$ cat src/rtl/tg_pkg.sv
package tg_pkg;

  typedef enum logic [1:0] {
    PH_VSYNC  = 2'd0,
    PH_VBLANK = 2'd1,
    PH_ACTIVE = 2'd2,
    PH_HBLANK = 2'd3
  } phase_t;

  // strobes from the sequencer to the address/data path
  typedef struct packed {
    logic tick;       // internal clock enable
    logic frameLoad;  // capture configuration, restart window
    logic colStep;    // next column in the current row
    logic rowStep;    // next row, column back to first
    logic active;     // an active pixel is being presented
  } tgStrobe_t;

endpackage

$ cat src/rtl/tg_axis.sv
module tg_axis #(
  parameter int POS_W = 9,
  parameter int LIMIT = 414
) (
  input  logic             clk,
  input  logic             load,
  input  logic             step,
  input  logic             restart,
  input  logic [POS_W-1:0] cfgStart,
  input  logic [POS_W-1:0] cfgSize,
  output logic [POS_W-1:0] addr,
  output logic             isFirst,
  output logic             isLast
);
  localparam int EXT_W = POS_W + 1;
  localparam logic [POS_W-1:0] TOP_P = POS_W'(LIMIT - 1);
  localparam logic [EXT_W-1:0] TOP_E = EXT_W'(LIMIT - 1);

  logic [POS_W-1:0] firstQ, lastQ, startC, sizeC, lastC;
  logic [EXT_W-1:0] endExt;

  always_comb begin
    startC = (cfgStart > TOP_P) ? TOP_P : cfgStart;
    sizeC  = (cfgSize == '0) ? POS_W'(1) : cfgSize;
    endExt = {1'b0, startC} + {1'b0, sizeC} - EXT_W'(1);
    lastC  = (endExt > TOP_E) ? TOP_P : endExt[POS_W-1:0];
  end

  always_ff @(posedge clk) begin
    if (load) begin
      firstQ <= startC;
      lastQ  <= lastC;
      addr   <= startC;
    end else if (step) begin
      addr <= addr + 1'b1;
    end else if (restart) begin
      addr <= firstQ;
    end
  end

  assign isFirst = (addr == firstQ);
  assign isLast  = (addr == lastQ);
endmodule

$ cat src/rtl/tg_control.sv
module tg_control
  import tg_pkg::*;
#(
  parameter int BLANK_W  = 16,
  parameter int DIV_W    = 4,
  parameter int RST_HOLD = 8
) (
  input  logic               clk,
  input  logic               rstN,
  input  logic               enable,
  input  logic [BLANK_W-1:0] hBlank,
  input  logic [BLANK_W-1:0] vBlank,
  input  logic [DIV_W-1:0]   clkDiv,
  input  logic               colLast,
  input  logic               rowLast,
  output logic               coreRst,
  output logic               running,
  output tgStrobe_t          strb,
  output logic               hsync,
  output logic               vsync
);
  localparam int RC_W = $clog2(RST_HOLD + 1);
  localparam logic [RC_W-1:0] RC_MAX = RC_W'(RST_HOLD - 1);

  logic [RC_W-1:0]    rstCnt;
  logic [1:0]         enSync;
  logic [DIV_W-1:0]   divCnt;
  logic [BLANK_W-1:0] bCnt, bNxt;
  phase_t             phase, phaseNxt;
  logic               tick, rowDone;
  tgStrobe_t          s;

  // reset qualifier: taken on the RST_HOLD-th consecutive low edge
  always_ff @(posedge clk) begin
    if (rstN)                rstCnt <= '0;
    else if (rstCnt != RC_MAX) rstCnt <= rstCnt + 1'b1;
  end
  assign coreRst = !rstN && (rstCnt == RC_MAX);

  // enable qualifier: level must agree on two samples
  always_ff @(posedge clk) begin
    if (coreRst) begin
      enSync  <= '0;
      running <= 1'b0;
    end else begin
      enSync <= {enSync[0], enable};
      if (&enSync)       running <= 1'b1;
      else if (~|enSync) running <= 1'b0;
    end
  end

  // clock divider, frozen while halted
  assign tick = running && (divCnt == clkDiv);
  always_ff @(posedge clk) begin
    if (coreRst)      divCnt <= '0;
    else if (running) divCnt <= tick ? '0 : divCnt + 1'b1;
  end

  assign hsync = running && (phase == PH_ACTIVE);
  assign vsync = running && (phase == PH_VSYNC);

  always_comb begin
    phaseNxt    = phase;
    bNxt        = bCnt;
    rowDone     = 1'b0;
    s           = '0;
    s.tick      = tick;
    s.active    = hsync;
    if (tick) begin
      case (phase)
        PH_VSYNC: begin
          if (vBlank == '0) phaseNxt = PH_ACTIVE;
          else begin phaseNxt = PH_VBLANK; bNxt = vBlank - 1'b1; end
        end
        PH_VBLANK: begin
          if (bCnt == '0) phaseNxt = PH_ACTIVE;
          else            bNxt = bCnt - 1'b1;
        end
        PH_ACTIVE: begin
          if (!colLast)           s.colStep = 1'b1;
          else if (hBlank == '0) rowDone = 1'b1;
          else begin phaseNxt = PH_HBLANK; bNxt = hBlank - 1'b1; end
        end
        PH_HBLANK: begin
          if (bCnt == '0) rowDone = 1'b1;
          else            bNxt = bCnt - 1'b1;
        end
        default: phaseNxt = PH_VSYNC;
      endcase
    end
    if (rowDone) begin
      if (rowLast) begin phaseNxt = PH_VSYNC;  s.frameLoad = 1'b1; end
      else         begin phaseNxt = PH_ACTIVE; s.rowStep   = 1'b1; end
    end
  end

  always_ff @(posedge clk) begin
    if (coreRst) begin
      phase <= PH_VSYNC;
      bCnt  <= '0;
    end else begin
      phase <= phaseNxt;
      bCnt  <= bNxt;
    end
  end

  assign strb = s;
endmodule

$ cat src/rtl/tg_datapath.sv
module tg_datapath
  import tg_pkg::*;
#(
  parameter int COLS    = 414,
  parameter int ROWS    = 314,
  parameter int POS_W   = 9,
  parameter int BLANK_W = 16,
  parameter int INT_W   = 24,
  parameter int DIV_W   = 4,
  parameter int PIX_W   = 8
) (
  input  logic               clk,
  input  logic               coreRst,
  input  tgStrobe_t          strb,
  input  logic [POS_W-1:0]   cfgRowStart,
  input  logic [POS_W-1:0]   cfgColStart,
  input  logic [POS_W-1:0]   cfgHeight,
  input  logic [POS_W-1:0]   cfgWidth,
  input  logic [BLANK_W-1:0] cfgHBlank,
  input  logic [BLANK_W-1:0] cfgVBlank,
  input  logic [INT_W-1:0]   cfgIntTime,
  input  logic [DIV_W-1:0]   cfgClkDiv,
  input  logic [PIX_W-1:0]   pixIn,
  output logic [BLANK_W-1:0] hBlankQ,
  output logic [BLANK_W-1:0] vBlankQ,
  output logic [DIV_W-1:0]   clkDivQ,
  output logic               colLast,
  output logic               rowLast,
  output logic [POS_W-1:0]   rowAddr,
  output logic [POS_W-1:0]   colAddr,
  output logic [PIX_W-1:0]   pixOut,
  output logic               intStart
);
  logic             load, colFirst, rowFirstUnused;
  logic [INT_W-1:0] intCnt;
  logic             intArmed;

  assign load = coreRst || strb.frameLoad;

  tg_axis #(.POS_W(POS_W), .LIMIT(COLS)) u_col (
    .clk(clk), .load(load), .step(strb.colStep), .restart(strb.rowStep),
    .cfgStart(cfgColStart), .cfgSize(cfgWidth),
    .addr(colAddr), .isFirst(colFirst), .isLast(colLast)
  );

  tg_axis #(.POS_W(POS_W), .LIMIT(ROWS)) u_row (
    .clk(clk), .load(load), .step(strb.rowStep), .restart(1'b0),
    .cfgStart(cfgRowStart), .cfgSize(cfgHeight),
    .addr(rowAddr), .isFirst(rowFirstUnused), .isLast(rowLast)
  );

  always_ff @(posedge clk) begin
    if (load) begin
      hBlankQ  <= cfgHBlank;
      vBlankQ  <= cfgVBlank;
      clkDivQ  <= cfgClkDiv;
      intCnt   <= cfgIntTime;
      intArmed <= 1'b1;
    end else if (strb.tick && strb.active && colFirst) begin
      if (intCnt == '0) intArmed <= 1'b0;
      else              intCnt   <= intCnt - 1'b1;
    end
  end

  assign intStart = strb.active && colFirst && intArmed && (intCnt == '0);
  assign pixOut   = strb.active ? pixIn : '0;
endmodule

$ cat src/rtl/sensor_timing.sv
module sensor_timing
  import tg_pkg::*;
#(
  parameter int COLS     = 414,
  parameter int ROWS     = 314,
  parameter int POS_W    = 9,
  parameter int BLANK_W  = 16,
  parameter int INT_W    = 24,
  parameter int DIV_W    = 4,
  parameter int PIX_W    = 8,
  parameter int RST_HOLD = 8
) (
  input  logic               clk,
  input  logic               rstN,
  input  logic               enable,
  input  logic [POS_W-1:0]   cfgRowStart,
  input  logic [POS_W-1:0]   cfgColStart,
  input  logic [POS_W-1:0]   cfgHeight,
  input  logic [POS_W-1:0]   cfgWidth,
  input  logic [BLANK_W-1:0] cfgHBlank,
  input  logic [BLANK_W-1:0] cfgVBlank,
  input  logic [INT_W-1:0]   cfgIntTime,
  input  logic [DIV_W-1:0]   cfgClkDiv,
  input  logic [PIX_W-1:0]   pixIn,
  output logic               hsync,
  output logic               vsync,
  output logic [POS_W-1:0]   rowAddr,
  output logic [POS_W-1:0]   colAddr,
  output logic [PIX_W-1:0]   pixOut,
  output logic               intStart
);
  tgStrobe_t          strb;
  logic               coreRst, running, colLast, rowLast;
  logic [BLANK_W-1:0] hBlankQ, vBlankQ;
  logic [DIV_W-1:0]   clkDivQ;

  tg_control #(.BLANK_W(BLANK_W), .DIV_W(DIV_W), .RST_HOLD(RST_HOLD)) u_ctrl (
    .clk(clk), .rstN(rstN), .enable(enable),
    .hBlank(hBlankQ), .vBlank(vBlankQ), .clkDiv(clkDivQ),
    .colLast(colLast), .rowLast(rowLast),
    .coreRst(coreRst), .running(running), .strb(strb),
    .hsync(hsync), .vsync(vsync)
  );

  tg_datapath #(.COLS(COLS), .ROWS(ROWS), .POS_W(POS_W), .BLANK_W(BLANK_W),
                .INT_W(INT_W), .DIV_W(DIV_W), .PIX_W(PIX_W)) u_dp (
    .clk(clk), .coreRst(coreRst), .strb(strb),
    .cfgRowStart(cfgRowStart), .cfgColStart(cfgColStart),
    .cfgHeight(cfgHeight), .cfgWidth(cfgWidth),
    .cfgHBlank(cfgHBlank), .cfgVBlank(cfgVBlank),
    .cfgIntTime(cfgIntTime), .cfgClkDiv(cfgClkDiv), .pixIn(pixIn),
    .hBlankQ(hBlankQ), .vBlankQ(vBlankQ), .clkDivQ(clkDivQ),
    .colLast(colLast), .rowLast(rowLast),
    .rowAddr(rowAddr), .colAddr(colAddr), .pixOut(pixOut), .intStart(intStart)
  );
endmodule

$ cat config.mk
export PLATFORM = sky130hd
export DESIGN_NAME = sensor_timing
export DESIGN_NICKNAME = d
export VERILOG_FILES = /design/src/rtl/tg_pkg.sv /design/src/rtl/tg_axis.sv /design/src/rtl/tg_control.sv /design/src/rtl/tg_datapath.sv /design/src/rtl/sensor_timing.sv
export SDC_FILE = /design/constraint.sdc
export NUM_CORES = 1
export LEC_CHECK = 0
export BUFFER_PORTS_ARGS = -buffer_cell sky130_fd_sc_hd__buf_2
export CAP_MARGIN = 20
export CORE_MARGIN = 2
export CORE_UTILIZATION = 45
export CTS_CLUSTER_DIAMETER = 80
export DETAILED_ROUTE_END_ITERATION = 7
export PLACE_DENSITY = 0.71
export SYNTH_ARGS = -nofsm -noshare
export SYNTH_HDL_FRONTEND = slang
export SYNTH_SLANG_ARGS = --single-unit
$ cat constraint.sdc
create_clock -name clk -period 11 [get_ports clk]
set_clock_uncertainty 0.2 [all_clocks]
set_input_delay 2.2 -clock clk [delete_from_list [all_inputs] [get_ports clk]]
set_output_delay 2.2 -clock clk [all_outputs]
set_load 0.02 [all_outputs]
* Word level (Yosys, flattened, before mapping)
Cells that the tools add are included.
** Storage, ports and cells
- Bits in registers :: 135
- Input port bits :: 107
- Logic and storage cells :: 121
- Output and inout port bits :: 29
** Operators by class
- $add $sub $neg :: 12
- $lt $le $gt $ge :: 4
- Eq/ne operators :: 18
- Multiplexer cells :: 41
- Reduce and logical (&&, ||, !) cells :: 30
** Operator list (number)
- $mux 9 :: 9
- $mux 24 :: 3
- $mux 16 :: 4
- $logic_not 16->1 :: 3
- $pmux 16 s3 :: 1
- $sub 16x1->16 const B :: 3
- $eq 9x9->1 :: 3
- $logic_not 24->1 :: 1
- $sub 24x1->24 const B :: 1
- $add 9x9->10 :: 2
- $gt 10x9->1 const B :: 2
- $sub 10x1->10 const B :: 2
- $add 9x1->9 const B :: 2
- $gt 9x9->1 const B :: 2
- $logic_not 9->1 :: 2
- $mux 2 :: 7
- $mux 1 :: 13
- $reduce_and 5->1 :: 2
- $logic_and 1x1->1 :: 9
- $add 4x1->4 const B :: 2
- $mux 8 :: 1
- $ne 2x1->1 const B :: 3
- $ne 2x2->1 const B :: 3
- $ne 3x1->1 const B :: 2
- other kinds (17) :: 23

* Longest topological paths before layout
Gate-level depths: netlist of run 1.
- Word-level depth :: 9
- Mapped depth :: 15
- Gate-level depth less buffers :: 15

* Hierarchy
Synthesis of run 1 repeated with hierarchy kept, for this count alone.
** Unflattened totals
- Cell total of the unflattened synthesis :: 911
- Area, all modules :: 9026.2 um2
** Modules (own cells, without submodules)
- tg_datapath :: area each 2663.8 um2, cells each 206, seq. area each 1821.7 um2, times used 1
- tg_control :: area each 2150.8 um2, cells each 250, seq. area each 580.6 um2, times used 1
- tg_axis at u_dp.u_col :: area each 2110.8 um2, cells each 228, seq. area each 810.8 um2, times used 1
- tg_axis at u_dp.u_row :: area each 2100.8 um2, cells each 227, seq. area each 810.8 um2, times used 1

* Worst setup path before layout of run 1
No wires, ideal clock.
- Kind :: input to register
- From :: input port cfgRowStart[2]
- To :: register u_dp.u_row.lastQ[1], data pin
- Path buffers :: 0
- Data required time :: 10.535 ns
- Cell stages on the path :: 15
- Data arrival time :: 4.814 ns
- Path slack :: 5.721 ns
- Cells stage by stage :: o2111ai_1 a21oi_1 nand2b_1 ha_1 inv_1 ha_1 inv_1 fa_1 nor2b_1 o21ai_0 nand2b_1 xnor2_1 a2111oi_0 o31a_1 nor3_1
** On the way
- Word-level cells in the longest chain between the ends :: 5
** Ends and longest elaborated chain
- start: declaration :: RTL line sensor_timing.sv:16 : input logic [POS_W-1:0] cfgRowStart,
- $gt 9x9->1 :: RTL line tg_axis.sv:23 : startC = (cfgStart > TOP_P) ? TOP_P : cfgStart;
- $mux 9 (*) :: RTL line tg_axis.sv:23
- $add 9x9->10 (*) :: RTL line tg_axis.sv:25 : endExt = {1'b0, startC} + {1'b0, sizeC} - EXT_W'(1);
- $sub 10x1->10 (*) :: RTL line tg_axis.sv:25
- $gt 10x9->1 :: RTL line tg_axis.sv:26 : lastC = (endExt > TOP_E) ? TOP_P : endExt[POS_W-1:0];
- end signal: assignment :: RTL line tg_axis.sv:32 : lastQ <= lastC;
- end: declaration :: RTL line tg_axis.sv:19 : logic [POS_W-1:0] firstQ, lastQ, startC, sizeC, lastC;
Every way passes the cells marked *; elsewhere a longest branch is shown, timed or not.
A chain may end at the register's enable or synchronous reset.

* Worst setup path in the final report of run 1
- From :: input port cfgRowStart[8]
- To :: register u_dp.u_row.lastQ[1], data pin
Same word-level chain as after synthesis.

==> flow_summary.json, run 1 <==
{
  "synth_area_leaders": "edfxtp_1, dfxtp_1, ha_1, xnor2_1, nor2_1",
  "routed_via_density": 5.29,
  "synth_ff_type": "edfxtp_1",
  "maxCapViolCount": 0,
  "cts_max_path_buffers": 2,
  "fin_setup_tns_ps": 0,
  "startpoint_type": "input port",
  "regArea_mm2": 0.00375,
  "slew_viol_final": 0,
  "io_buffers": 135,
  "gr-total-overflow": 0,
  "rr_endpoint": "u_dp.hBlankQ[14]",
  "pre_cts_slack_ps": 5320,
  "coreArea_mm2": 0.0174,
  "clkTransAtPathRegs_ps": 50,
  "synth-seq-cells": 135,
  "post_drt_wl_per_cell_um": 15.1,
  "cpMostUsedCell": "inv_1",
  "wl_um": 17800,
  "dp_hpwl_um": 13400,
  "io_pins": 136,
  "netlist_area_mm2": 0.00803,
  "numCtsBuffers": 17,
  "nets": 1098,
  "yosysSeqAreaShare_pct": 46.8,
  "fin_crit_ps": 5330,
  "reg2reg_slack_ps": 6750,
  "drc": 0,
  "critPathMaxFanout": 10,
  "hold_class": "reg -> reg",
  "ff2ff_path_depth": 11,
  "grt_pass1_wl_um": 28400,
  "cp_slowest_cell": "a2111oi_0",
  "cts_sinks": 135,
  "firstDrtPassIters": 5,
  "cts_tree": "built",
  "gp_congestion": 0.826,
  "grt_pass1_vias": 5693,
  "holdCritStartpoint": "u_dp.intArmed",
  "cp.required_ps": 10960,
  "nFillCells": 1510,
  "cts_setup_buffers": 0,
  "hold_path_end": "u_dp.intArmed",
  "critPathMaxStageDelay_ps": 570,
  "area_delta_synth_final_pct": 18.2,
  "grt_max_degree": 86,
  "wl_met1_um": 8230,
  "crit_chain": "buf_2 -> inv_1 -> a21oi_1 -> nand2b_1 -> ha_1 -> inv_1 -> ha_1 -> inv_1 -> fa_1 -> nor2b_1 -> o21ai_0 -> nand2b_1 -> xnor2_1 -> a2111oi_0 -> o31a_1 -> nor3_1",
  "dr_wl_met2_um": 8490,
  "syn_inst": 816,
  "worstPathArrival_ps": 5290,
  "synth_top_area_share_pct": 39.3,
  "wl_met3_um": 796,
  "grt_use_total_pct": 19.4,
  "period_share_pct": 48.5,
  "worst_setup_path_end_kind": "flip-flop",
  "topRoutingLayerUsed": "met4",
  "max_slew_margin_pct": 34.2,
  "drive_above_1_share_pct": 19.6,
  "hold_violations": 0,
  "synth_area_per_cell_um2": 9.84,
  "syn_nets": 970,
  "rsz0062_at_grt": "false",
  "whs_ps": 251,
  "ir_drop_mv": 0.123,
  "start_util_pct": 46.3,
  "antenna_found_initial": 0,
  "outcome": "complete, no violations",
  "ant_nets": 0,
  "diodes": 0,
  "cts.hold.buffers_added": 0,
  "yosysUniqueCellTypes": 62,
  "initialDrtViolationCount": 425,
  "yosysWarningCount": 0,
  "cts.repair.resized": 0,
  "htree_levels": 4,
  "critPathKind": "in -> reg",
  "die_y_um": 138,
  "vias": 6246,
  "multi_input_area_mm2": 0.00390,
  "setup_viol": 0,
  "r2r-start": "u_ctrl.phase[0]",
  "holdPathStages": 2,
  "clk_latency_ps": 420,
  "power_density_mw_per_mm2": 180,
  "leakagePower_nw": 3.76,
  "fp.dieArea_mm2": 0.0189,
  "cts-root-buf": "clkbuf_16",
  "synth_edf_count": 105,
  "yosys.area.top_type": "edfxtp_1",
  "die-width_um": 138,
  "rows": 48,
  "tightest_slew_ps": 988,
  "async_reset_ff_share_pct": 0,
  "fmax_mhz": 187,
  "worst_slack_ps": 5670
}
==> Yosys cell counts, types with 4 or more instances <==
cell and count:
nor3_2 4, a31oi_1 6, a211oi_1 14, a21o_1 6, nand3_1 24, mux2i_1 7
a21oi_1 45, a221o_1 7, nand2b_1 10, xor2_1 32, dfxtp_1 30, nor2b_1 6
edfxtp_1 105, or4_1 4, nand3b_1 4, and2_1 5, o21ai_1 26, nand4_1 10
and3_1 18, inv_1 68, clkbuf_1 22, or3_1 5, o21ai_0 19, nand2_1 46
buf_2 9, o211ai_1 7, nor4_1 18, xnor2_1 63, nor2_1 83, nor3_1 21
ha_1 45
==> how the worst max path moves through the flow <==
stage                         startpoint                   to  slack, ps  depth (start not counted)
after floorplan           cfgRowStart[2]  u_dp.u_row.lastQ[1]       5720                         15
after global placement    cfgRowStart[5]  u_dp.u_row.lastQ[2]       5440                         16
after detailed placement  cfgRowStart[5]  u_dp.u_row.lastQ[1]       5320                         16
after CTS                 cfgRowStart[5]  u_dp.u_row.lastQ[1]       5740                         16
after global routing      cfgRowStart[8]  u_dp.u_row.lastQ[1]       5400                         16
final                     cfgRowStart[8]  u_dp.u_row.lastQ[1]       5670                         16
==> state kept, by name, summed over array words and instances, names as in the netlist, 2 cells and up <==
| name | count |
|---|---|
| u_dp.vBlankQ | 16 |
| u_ctrl.enSync | 2 |
| u_dp.clkDivQ | 4 |
| u_dp.u_col.addr | 9 |
| u_dp.u_col.firstQ | 9 |
| u_dp.u_row.addr | 9 |
| u_dp.u_col.lastQ | 9 |
| u_ctrl.phase | 2 |
| u_dp.u_row.lastQ | 9 |
| u_ctrl.divCnt | 4 |
| u_dp.hBlankQ | 16 |
| u_ctrl.rstCnt | 4 |
| u_ctrl.bCnt | 16 |
| u_dp.intCnt | 24 |
==> metrics by stage <==
| stage | total power [mW] | utilization [%] | area (um2) | instances |
|---|---|---|---|---|
| final | 1.70 | 54.7 | 9490 | 1181 |
| after detailed placement | 1.15 | 51.4 | 8920 | 1150 |
| after CTS | 1.71 | 54.7 | 9490 | 1181 |
| after global routing | 1.80 | 54.7 | 9490 | 1181 |
| after floorplan | 1.04 | - | 8030 | 816 |
| after global placement | 1.14 | 51.4 | 8920 | 1150 |
==> per-layer routing <==
layer  track usage (%)  vias to the layer above
met5                 0                        -
met4              7.22                        0
met3              3.61                       20
met2              30.7                      164
met1              26.5                     2880
li1                  -                     3182
==> cell usage in the layout (no fill, tap or decap), drive strengths merged, types with 3 or more instances in the layout <==
master,instances
edfxtp,105
or2,4
mux2i,7
a211oi,14
and2,5
o21ai,45
ha,45
nor2b,6
a31oi,6
dfxtp,30
nand2,46
xor2,32
nand4,10
a221oi,4
or4,6
nor3b,3
nor4,18
xnor2,63
and3,18
bufinv,3
buf,142
nand2b,10
nand3,25
nor2,83
a21o,6
clkbuf,20
o211ai,7
a21oi,48
nand3b,4
inv,70
nor3,25
a221o,7
or3,5
clkinv,6
==> report_power, final <==
group	total, mW	internal, mW	leakage, nW	switching, mW
registers	0.652	0.600	1.19	0.0521
logic	0.491	0.210	2.29	0.280
clock network	0.561	0.351	0.275	0.210
==> area by class of cell <==
type,count,share of cell area [%]
Tap cell,225,2.97
Multi-Input combinational cell,578,41.1
Inverter,70,2.77
Sequential cell,135,39.5
Timing Repair Buffer,142,7.67
Clock buffer,20,4.60
Clock inverter,11,1.40
==> kinds of logic after synthesis <==
kind of cell / after synthesis / synth area share [%]
simple gates: 272 / 17.2
mux: 8 / 1.01
flops: 135 / 46.8
compound gates: 156 / 12.2
buf+inv: 103 / 4.96
fa+ha+maj: 47 / 7.51
xor+xnor: 95 / 10.4
==> critical path, delay by kind of cell <==
kind / cells / cell delay, ps
AND/OR/NAND/NOR: 4 / 490
adder cells (fa/ha/maj): 3 / 780
buffers and inverters: 4 / 290
AO/OA/AOI/OAI: 4 / 1430
XOR/XNOR: 1 / 90
Power figures use the tool's default switching activity.
==> inputs of run 2 (changes only) <==
==> constraint.sdc (replaced) <==
create_clock -name clk -period 5.5 [get_ports clk]
set_clock_uncertainty 0.2 [all_clocks]
set_input_delay 1.1 -clock clk [delete_from_list [all_inputs] [get_ports clk]]
set_output_delay 1.1 -clock clk [all_outputs]
set_load 0.02 [all_outputs]
==> run 2 against run 1 <==
  * Clock power is 100% higher
  * Design area is 0.50% higher
  * Critical path depth stayed put
  * Sequential power is 100% higher
  * Core utilization is 0.27 points higher
  * First-iteration DRC count is 19% lower
  * Largest power group unchanged
  * Worst setup slack worse by 4300 ps
==> flow_summary.json, run 2 (synthesis gave the netlist of run 1 again) <==
{
  "routed_via_density": 5.34,
  "leakagePower_nw": 3.79,
  "cts.repair.resized": 0,
  "grt_pass1_wl_um": 28500,
  "worstSetupEndpoint": "u_dp.u_row.lastQ[1]",
  "final_cell_mix": "buf_2, edfxtp_1, nor2_1",
  "drive_above_1_share_pct": 19.9,
  "die-width_um": 138,
  "antenna_found_initial": 0,
  "htree_levels": 4,
  "nets": 1100,
  "largest_register_ffs": 24,
  "io_buffers": 135,
  "maxCapViolCount": 0,
  "worstPathArrival_ps": 4120,
  "coreArea_mm2": 0.0174,
  "ir_drop_mv": 0.236,
  "diodes": 0,
  "fmax_mhz": 240,
  "wl_um": 17800,
  "slew_viol_final": 0,
  "firstDrtPassIters": 5,
  "rows": 48,
  "initialDrtViolationCount": 344,
  "clkTransAtPathRegs_ps": 60,
  "rsz0062_at_grt": "false",
  "critPathMaxStageDelay_ps": 560,
  "outcome": "complete, no violations",
  "start_util_pct": 46.3,
  "io_pins": 136,
  "numCtsBuffers": 17,
  "fin_setup_tns_ps": 0,
  "fin_crit_ps": 4160,
  "cp_slowest_cell": "a2111oi_0",
  "worst_slack_ps": 1340,
  "regArea_mm2": 0.00375,
  "vias": 6307,
  "power_density_mw_per_mm2": 361,
  "grt_use_total_pct": 19.5,
  "drc": 0,
  "worst_setup_path_end_kind": "flip-flop",
  "crit_path_start": "cfgRowStart[5]",
  "startpoint_type": "input port",
  "largest-register": "u_dp.intCnt",
  "clk_latency_ps": 420,
  "cts-root-buf": "clkbuf_16",
  "fp.dieArea_mm2": 0.0189,
  "critPathKind": "in -> reg",
  "cts_tree": "built",
  "die_y_um": 138,
  "cts_max_path_buffers": 2,
  "cts_sinks": 135,
  "final_common_cell": "buf_2",
  "critPathMaxFanout": 10,
  "r2r-start": "u_ctrl.phase[0]",
  "period_share_pct": 75.6,
  "reg2reg_slack_ps": 1940,
  "nFillCells": 1531,
  "cp.required_ps": 5460,
  "post_drt_wl_per_cell_um": 15.0,
  "rr_endpoint": "u_dp.u_col.addr[7]",
  "dp_hpwl_um": 13500,
  "setup_viol": 0,
  "area_delta_synth_final_pct": 18.8,
  "crit_chain": "buf_2 -> o2111ai_1 -> a21oi_1 -> nand2b_1 -> ha_1 -> inv_1 -> ha_1 -> inv_1 -> fa_1 -> nor2b_1 -> o21ai_0 -> nand2b_1 -> xnor2_1 -> a2111oi_0 -> o31a_1 -> nor3_1",
  "max_slew_margin_pct": 35.0,
  "final_area_mm2": 0.00954,
  "grt_max_degree": 42,
  "hold_class": "reg -> reg",
  "ant_nets": 0,
  "cts_setup_buffers": 0,
  "tightest_slew_ps": 976,
  "final_core_util_pct": 55.0,
  "gp_congestion": 0.862,
  "cts.hold.buffers_added": 0,
  "grt_pass1_vias": 5781,
  "placedInstanceArea_mm2": 0.00895,
  "hold_violations": 0,
  "multi_input_area_mm2": 0.00390,
  "gr-total-overflow": 0,
  "ff2ff_path_depth": 10,
  "pre_cts_slack_ps": 951
}
[run 2: changes by cell type in the layout (fill, tap and decap cells not counted)]
cell	delta
buf_4	+1
buf_12	+1
clkinv_2	+1
clkbuf_1	-2
bufinv_16	+1
clkinvlp_4	-1
[run 2: per-stage QoR]
step	total power [mW]	cells	hold slack, ps
2_1_floorplan	2.07	816	223
3_3_place_gp	2.28	1152	236
3_5_place_dp	2.30	1152	247
4_1_cts	3.45	1182	262
5_1_grt	3.65	1182	297
6_report	3.44	1182	256
[run 2: where the power goes]
| part | switching (mW) | internal (mW) |
|---|---|---|
| Combinational | 0.567 | 0.422 |
| Clock | 0.403 | 0.744 |
| Sequential | 0.104 | 1.20 |
| Total | 1.07 | 2.37 |
[run 2: worst min-delay path by stage]
stage,slack (ps),to,depth (start not counted),start
2_1_floorplan,220,u_dp.intArmed,2,u_dp.intArmed
3_3_place_gp,240,u_dp.intArmed,2,u_dp.intArmed
3_5_place_dp,250,u_dp.intArmed,2,u_dp.intArmed
4_1_cts,260,u_dp.intArmed,2,u_dp.intArmed
5_1_grt,300,u_ctrl.enSync[1],1,u_ctrl.enSync[0]
6_report,260,u_dp.intArmed,2,u_dp.intArmed
[run 2: layer usage]
| metal | wire length, um | GRT usage [%] |
|---|---|---|
| met1 | 7980 | 25.9 |
| met2 | 8490 | 31.1 |
| met3 | 999 | 4.56 |
| met4 | 298 | 6.70 |
| met5 | 0 | 0 |
[run 2: area by class of cell]
| cell class | count | area share [%] |
|---|---|---|
| Inverter | 70 | 2.75 |
| Clock inverter | 12 | 1.68 |
| Tap cell | 225 | 2.95 |
| Multi-Input combinational cell | 578 | 40.9 |
| Clock buffer | 18 | 4.50 |
| Sequential cell | 135 | 39.3 |
| Timing Repair Buffer | 144 | 7.92 |
[run 2: worst max-delay path, delay by kind of cell]
kind | cells | cell delay (ps)
buffers and inverters | 3 | 210
adders and majority gates | 3 | 780
xor gates and xnor gates | 1 | 80
and+or+nand+nor | 4 | 490
AOI/OAI and AO/OA | 5 | 1470
